File: src/rtl/bsz_pkg.sv
package bsz_pkg;
    typedef enum logic [1:0] {
        ST_IDLE = 2'd0,
        ST_CYC1 = 2'd1,
        ST_CYC2 = 2'd2,
        ST_DONE = 2'd3
    } bsz_state_e;
endpackage

File: src/rtl/bsz_lane_steer.sv
// Chooses byte enables and write lanes for the first or follow-up cycle.
module bsz_lane_steer #(
    parameter int DATA_W = 32,
    localparam int BE_W = DATA_W / 8
) (
    input  logic              second,
    input  logic [BE_W-1:0]   be,
    input  logic [DATA_W-1:0] wdata,
    output logic [BE_W-1:0]   bus_be,
    output logic [DATA_W-1:0] bus_wdata
);
    localparam int HALF_W  = DATA_W / 2;
    localparam int HALF_BE = BE_W / 2;

    logic              hi_only;
    logic [HALF_W-1:0] upper;

    always_comb begin
        upper   = wdata[DATA_W-1:HALF_W];
        hi_only = (be[HALF_BE-1:0] == '0);
        if (second) begin
            bus_be    = {be[BE_W-1:HALF_BE], {HALF_BE{1'b0}}};
            bus_wdata = {upper, upper};
        end else begin
            bus_be    = be;
            bus_wdata = hi_only ? {upper, upper} : wdata;
        end
    end
endmodule

File: src/rtl/bsz_read_merge.sv
// Builds the response word from the current cycle's lanes and the held low half.
module bsz_read_merge #(
    parameter int DATA_W = 32,
    localparam int BE_W = DATA_W / 8,
    localparam int HALF_W = DATA_W / 2
) (
    input  logic              second,
    input  logic              bs16,
    input  logic [BE_W-1:0]   be,
    input  logic [DATA_W-1:0] bus_rdata,
    input  logic [HALF_W-1:0] held_lo,
    output logic [DATA_W-1:0] merged,
    output logic              need_second
);
    localparam int HALF_BE = BE_W / 2;

    logic              lo_used;
    logic              hi_used;
    logic [HALF_W-1:0] lanes_lo;
    logic [DATA_W-1:0] raw;

    always_comb begin
        lo_used     = |be[HALF_BE-1:0];
        hi_used     = |be[BE_W-1:HALF_BE];
        lanes_lo    = bus_rdata[HALF_W-1:0];
        need_second = !second && bs16 && lo_used && hi_used;
        if (second) begin
            raw = {lanes_lo, held_lo};
        end else if (!bs16) begin
            raw = bus_rdata;
        end else if (!lo_used) begin
            raw = {lanes_lo, {HALF_W{1'b0}}};
        end else begin
            raw = {{HALF_W{1'b0}}, lanes_lo};
        end
    end

    for (genvar gi = 0; gi < BE_W; gi++) begin : g_mask
        assign merged[8*gi +: 8] = raw[8*gi +: 8] & {8{be[gi]}};
    end
endmodule

File: src/rtl/bsz_split_ctrl.sv
module bsz_split_ctrl
    import bsz_pkg::*;
#(
    parameter int ADDR_W = 32,
    parameter int DATA_W = 32,
    localparam int BE_W = DATA_W / 8,
    localparam int WORD_LSB = $clog2(BE_W)
) (
    input  logic                       clk,
    input  logic                       rst_n,
    input  logic                       req_valid,
    output logic                       req_ready,
    input  logic                       req_we,
    input  logic [ADDR_W-1:WORD_LSB]   req_addr,
    input  logic [BE_W-1:0]            req_be,
    input  logic [DATA_W-1:0]          req_wdata,
    output logic                       rsp_valid,
    output logic [DATA_W-1:0]          rsp_rdata,
    output logic                       bus_cyc,
    output logic                       bus_we,
    output logic [ADDR_W-1:0]          bus_addr,
    output logic [BE_W-1:0]            bus_be,
    output logic [DATA_W-1:0]          bus_wdata,
    input  logic [DATA_W-1:0]          bus_rdata,
    input  logic                       bus_rdy,
    input  logic                       bus_bs16
);
    localparam int HALF_W     = DATA_W / 2;
    localparam int HALF_BYTES = BE_W / 2;

    typedef struct packed {
        bsz_state_e          st;
        logic                we;
        logic [ADDR_W-1:0]   addr;
        logic [BE_W-1:0]     be;
        logic [DATA_W-1:0]   wdata;
        logic [DATA_W-1:0]   rdata;
    } ctl_t;

    ctl_t ctl_d, ctl_q;

    logic              in_second;
    logic [DATA_W-1:0] merged;
    logic              need_second;

    assign in_second = (ctl_q.st == ST_CYC2);

    bsz_lane_steer #(.DATA_W(DATA_W)) steer_i (
        .second    (in_second),
        .be        (ctl_q.be),
        .wdata     (ctl_q.wdata),
        .bus_be    (bus_be),
        .bus_wdata (bus_wdata)
    );

    bsz_read_merge #(.DATA_W(DATA_W)) merge_i (
        .second      (in_second),
        .bs16        (bus_bs16),
        .be          (ctl_q.be),
        .bus_rdata   (bus_rdata),
        .held_lo     (ctl_q.rdata[HALF_W-1:0]),
        .merged      (merged),
        .need_second (need_second)
    );

    always_comb begin
        ctl_d = ctl_q;
        unique case (ctl_q.st)
            ST_IDLE: begin
                if (req_valid) begin
                    ctl_d.st    = ST_CYC1;
                    ctl_d.we    = req_we;
                    ctl_d.addr  = {req_addr, {WORD_LSB{1'b0}}};
                    ctl_d.be    = req_be;
                    ctl_d.wdata = req_wdata;
                    ctl_d.rdata = '0;
                end
            end
            ST_CYC1: begin
                if (bus_rdy) begin
                    ctl_d.rdata = ctl_q.we ? '0 : merged;
                    ctl_d.st    = need_second ? ST_CYC2 : ST_DONE;
                end
            end
            ST_CYC2: begin
                if (bus_rdy) begin
                    ctl_d.rdata = ctl_q.we ? '0 : merged;
                    ctl_d.st    = ST_DONE;
                end
            end
            ST_DONE: begin
                ctl_d.st = ST_IDLE;
            end
            default: ctl_d.st = ST_IDLE;
        endcase
    end

    always_ff @(posedge clk) begin
        if (!rst_n) begin
            ctl_q <= '0;
        end else begin
            ctl_q <= ctl_d;
        end
    end

    assign req_ready = (ctl_q.st == ST_IDLE);
    assign bus_cyc   = (ctl_q.st == ST_CYC1) || in_second;
    assign bus_we    = ctl_q.we && bus_cyc;
    assign bus_addr  = ctl_q.addr + (in_second ? ADDR_W'(HALF_BYTES) : '0);
    assign rsp_valid = (ctl_q.st == ST_DONE);
    assign rsp_rdata = ctl_q.rdata;
endmodule

File: config.mk
export PLATFORM = sky130hd
export DESIGN_NAME = bsz_split_ctrl
export DESIGN_NICKNAME = d
export VERILOG_FILES = /design/src/rtl/bsz_pkg.sv /design/src/rtl/bsz_lane_steer.sv /design/src/rtl/bsz_read_merge.sv /design/src/rtl/bsz_split_ctrl.sv
export SDC_FILE = /design/constraint.sdc
export NUM_CORES = 1
export LEC_CHECK = 0
export BUFFER_PORTS_ARGS = -buffer_cell sky130_fd_sc_hd__buf_2
export CELL_PAD_IN_SITES_DETAIL_PLACEMENT = 0
export CELL_PAD_IN_SITES_GLOBAL_PLACEMENT = 1
export CORE_MARGIN = 4
export CORE_UTILIZATION = 34
export CTS_CLUSTER_DIAMETER = 150
export DETAILED_ROUTE_END_ITERATION = 6
export GPL_TIMING_DRIVEN = 0
export PLACE_DENSITY_LB_ADDON = 0.1
export SLEW_MARGIN = 5
export SYNTH_ARGS = -nofsm -noshare
export SYNTH_HDL_FRONTEND = slang
export SYNTH_HIERARCHICAL = 1
export SYNTH_SLANG_ARGS = --single-unit
export TNS_END_PERCENT = 5
File: constraint.sdc
create_clock -name clk -period 3.7 [get_ports clk]
set_input_delay 0.185 -clock clk [delete_from_list [all_inputs] [get_ports clk]]
set_output_delay 0.185 -clock clk [all_outputs]
set_load 0.01 [all_outputs]
==> results by group <==
Floorplan
  – Core Region: around 0.016 mm2
  – Die Footprint: between 0.015 and 0.02 mm2
  – Floorplan die width: about 130 um
  – I/O pin total: 208
  – Die height: ~130 um
  – Initial Utilization: 0.345
  – Number of placement rows: between 40 and 50

Pwr
  – Leakage Power: around 3.5 nW
  – Power per Cell Area: around 610 mW/mm2
  – Cell-internal power: roughly 2.8 mW
  – Switching part of the total: 0.354
  – Sequential Power Share: 0.319
  – Peak ir drop on the vdd network: approximately 0.28 mV
  – Net switching power: 1.52 mW
  – Part of the power in the clock network: 0.244
  – Combinational cell fraction of total power: 0.438

Worst setup path
  – Internal reg-to-reg setup slack: between 1.5 and 2 ns
  – Critical path, cell by cell: inv_1 -> ha_1 -> o21bai_4 -> buf_12 -> mux2_4 -> buf_2
  – Critical register-to-register path endpoint: ctl_q[101]$_SDFFE_PN0P_
  – Worst flop-to-flop path startpoint: ctl_q[101]$_SDFFE_PN0P_
  – Longest individual stage delay on the worst path: 0.39 ns
  – Kind of end point of the critical path: primary output
  – Cell with the largest stage delay on the worst path: sky130_fd_sc_hd__dfxtp_1
  – Worst r2r path cells: 8
  – Data arrival time of the worst path: around 2.1 ns
  – Class of the most critical setup path: register to primary output
  – Category of the worst setup path launch point: register
  – Critical path required time: about 3.5 ns
  – Crit-path max FO: 10

Worst hold path
  – WHS Endpoint: ctl_q[90]$_SDFFE_PN0P_
  – Worst min-delay path category: input pin to register
  – Worst hold path stage count: 3
  – Worst Min Path Start: req_addr[22]

Clock tree
  – Clk sinks: a little over 100
  – CTS tree: built
  – Post-CTS Resized: 0
  – Count of hold buffers inserted by post-cts repair: 0
  – # H-tree levels: 3
  – Max clock buf depth: 2
  – Clock root cell: sky130_fd_sc_hd__clkbuf_16
  – Buffers inserted during post-CTS setup optimization: 0
  – Clock transition at the registers of the reported paths: approximately 0.07 ns
  – Number of buffers created by CTS: 9
  – Clock latency reported for the late side of the worst-skew pair: 0.35 ns

Synth
  – Number of distinct library cells after synthesis: 34
  – Mapped Area: between 0.005 and 0.006 mm2
  – Number of standard cells after synthesis: ~630
  – Top_reg_cell synth: sky130_fd_sc_hd__dfxtp_1
  – Net count of the mapped netlist: 737
  – Avg Synthesized Cell Area: 8.70 um2
  – Synth Warn #: 6
  – #FFs+latches synth: between 100 and 150
  – Register area share after synthesis: 0.370
  – Count of flip-flops with a built-in enable after synthesis: 0
  – Share of synthesized registers carrying an async set or reset: 0

Timing
  – Hold Fails Final Rpt: 0
  – Setup repair after global routing missed its margin: no
  – Worst Hold Slack: around 0.072 ns
  – Final setup skew: 0.00984 ns
  – Ratio of final minimum period to clock period: 0.604
  – Fmax: approximately 0.45 GHz
  – Transition time at the pin with the least slew margin: about 0.5 ns
  – Number of endpoints failing setup at the final stage: 0
  – Setup_tns: 0 ns
  – Max Transition Viols Final: 0
  – Worst-case headroom to the max-slew limit: 0.662
  – Final period demand of the worst path: around 2.2 ns

Outcome
  – Status: completed

Cells and area
  – Fill cell instance count of the final layout: 1602
  – Share of post-route cells with drive strength above 1: 0.419
  – Area occupied by multi-input gates: around 0.0025 mm2
  – Layout overhead on the synthesized area: 29.9%
  – # nets final: approximately 950
  – Summed area of non-filler cells in the final layout: around 0.0071 mm2
  – Storage cell area: roughly 0.0020 mm2
  – Post-route insts no fill: 1066

Placement
  – Count of input and output buffers: ~210
  – Placed cell count: ~1.0k
  – Total half-perimeter wirelength after legalization and detailed placement: approximately 12000 um
  – Total cell area at the placement stage: a little under 0.007 mm2
  – Placer's final routability congestion estimate: around 0.77

Global route
  – Pin count of the biggest net entering global routing: 17
  – Antenna violations before repair: 2
  – Overall fraction of global-route tracks in use: 0.168
  – Leftover overflow at the end of global routing: 0
  – Global-route wire length before repair: about 24000 um
  – Via count of the first global-routing pass: between 4k and 5k

Route
  – Drt wl/cell: roughly 14 um
  – Violation count after the first detailed-routing iteration: 171
  – 1st-pass router iterations: 4
  – Vias: 4641
  – Routed wire length: about 15000 um
  – Number of nets still failing antenna checks after routing: 0
  – DR DRC count: 0
  – Vias/cell: between 4 and 5

Flow run
  – Count of maximum capacitance violations: 0
[metal layers]
| metal | routed length [um] | vias to the layer above | share of wire | GRT usage |
|---|---|---|---|---|
| met5 | 13 | - | 0.00084 | 0 |
| met4 | 287 | 2 | 0.019 | 0.0611 |
| met1 | 6640 | 2093 | 0.43 | 0.202 |
| met2 | 7220 | 132 | 0.47 | 0.281 |
| li1 | - | 2394 | - | - |
| met3 | 1230 | 20 | 0.080 | 0.0574 |
[final cells by class]
class / count / share of cell area
antenna: 1 / 0.000353
buffer: 121 / 0.125
timing repair buffer: 206 / 0.145
inverter: 3 / 0.00159
clock buffer: 11 / 0.0342
clock inverter: 5 / 0.0118
tap: 216 / 0.0381
sequential: 101 / 0.285
multi-input combinational: 402 / 0.358
[synthesized netlist by cell type, types with 4 or more instances]
cell / count / area share
sky130_fd_sc_hd__a21boi_0: 37 / 0.051
sky130_fd_sc_hd__a21boi_1: 30 / 0.041
sky130_fd_sc_hd__a22o_1: 14 / 0.022
sky130_fd_sc_hd__buf_2: 11 / 0.010
sky130_fd_sc_hd__buf_4: 89 / 0.12
sky130_fd_sc_hd__buf_6: 4 / 0.0083
sky130_fd_sc_hd__clkbuf_1: 10 / 0.0069
sky130_fd_sc_hd__dfxtp_1: 101 / 0.37
sky130_fd_sc_hd__ha_1: 6 / 0.014
sky130_fd_sc_hd__mux2_2: 6 / 0.012
sky130_fd_sc_hd__mux2_4: 10 / 0.028
sky130_fd_sc_hd__mux2i_1: 51 / 0.094
sky130_fd_sc_hd__nand2_1: 202 / 0.14
sky130_fd_sc_hd__nand3_1: 8 / 0.0073
sky130_fd_sc_hd__nor2_1: 4 / 0.0028
sky130_fd_sc_hd__nor2b_1: 17 / 0.019
[per-stage QoR]
step | worst slack [ns] | power, mW | utilization
after floorplan | 1.88 | 2.75 | -
after global placement | 1.68 | 3.27 | 0.427
after detailed placement | 1.64 | 3.31 | 0.427
after CTS | 1.44 | 4.38 | 0.448
after global routing | 1.37 | 4.58 | 0.448
final | 1.47 | 4.30 | 0.448
[worst max-delay path by stage]
stage	depth (start not counted)	end	start
3_5_place_dp	8	ctl_q[101]$_SDFFE_PN0P_	ctl_q[101]$_SDFFE_PN0P_
5_1_grt	6	bus_wdata[5]	ctl_q[101]$_SDFFE_PN0P_
6_report	6	bus_wdata[5]	ctl_q[101]$_SDFFE_PN0P_
3_3_place_gp	8	ctl_q[101]$_SDFFE_PN0P_	ctl_q[101]$_SDFFE_PN0P_
2_1_floorplan	8	ctl_q[101]$_SDFFE_PN0P_	ctl_q[101]$_SDFFE_PN0P_
4_1_cts	6	bus_wdata[5]	ctl_q[101]$_SDFFE_PN0P_
[power by group through the flow]
stage / Clock, mW / Sequential (mW) / Combinational (mW)
2_1_floorplan: 0 / 1.36 / 1.39
3_3_place_gp: 0 / 1.39 / 1.89
3_5_place_dp: 0 / 1.40 / 1.91
4_1_cts: 1.08 / 1.37 / 1.92
5_1_grt: 1.13 / 1.40 / 2.06
6_report: 1.05 / 1.37 / 1.88
[state kept, by name, indices dropped and copies added, names as in the netlist]
| register | count |
|---|---|
| ctl_q | 69 |
| rsp_rdata | 32 |
[critical path, delay by kind of cell, from the launching register on]
family | cells | cell delay (ns)
buffers and inverters | 3 | 0.45
flip-flops | 1 | 0.39
multiplexers | 1 | 0.30
adder cells (fa/ha/maj) | 1 | 0.29
AO/OA/AOI/OAI | 1 | 0.26
[kinds of logic after synthesis]
kind of cell	Yosys count	share of synthesized area
and+or+nand+nor	241	0.188
AOI/OAI and AO/OA	87	0.130
DFF	101	0.370
adders and majority gates	6	0.0138
other	1	0.000687
buffers and inverters	124	0.164
muxes	67	0.133
[cells in the final DEF, fill, tap and decap left out, types with 2 or more instances in the layout]
cell type	synthesis	layout
sky130_fd_sc_hd__a21boi_0	37	37
sky130_fd_sc_hd__a21boi_1	30	30
sky130_fd_sc_hd__a22o_1	14	14
sky130_fd_sc_hd__and2_1	2	2
sky130_fd_sc_hd__and2b_2	2	2
sky130_fd_sc_hd__buf_1	2	2
sky130_fd_sc_hd__buf_2	11	217
sky130_fd_sc_hd__buf_4	89	89
sky130_fd_sc_hd__buf_6	4	4
sky130_fd_sc_hd__buf_8	3	3
sky130_fd_sc_hd__bufinv_16	0	2
sky130_fd_sc_hd__clkbuf_1	10	11
sky130_fd_sc_hd__clkbuf_16	0	9
sky130_fd_sc_hd__clkinvlp_4	0	2
sky130_fd_sc_hd__dfxtp_1	101	101
sky130_fd_sc_hd__ha_1	6	6
sky130_fd_sc_hd__inv_1	3	3
sky130_fd_sc_hd__mux2_2	6	6
sky130_fd_sc_hd__mux2_4	10	10
sky130_fd_sc_hd__mux2i_1	51	51
sky130_fd_sc_hd__nand2_1	202	202
sky130_fd_sc_hd__nand3_1	8	8
sky130_fd_sc_hd__nor2_1	4	4
sky130_fd_sc_hd__nor2b_1	17	17
sky130_fd_sc_hd__nor3b_2	2	2
sky130_fd_sc_hd__o21a_4	2	2
Note: power is estimated with default switching activity, not from simulation.
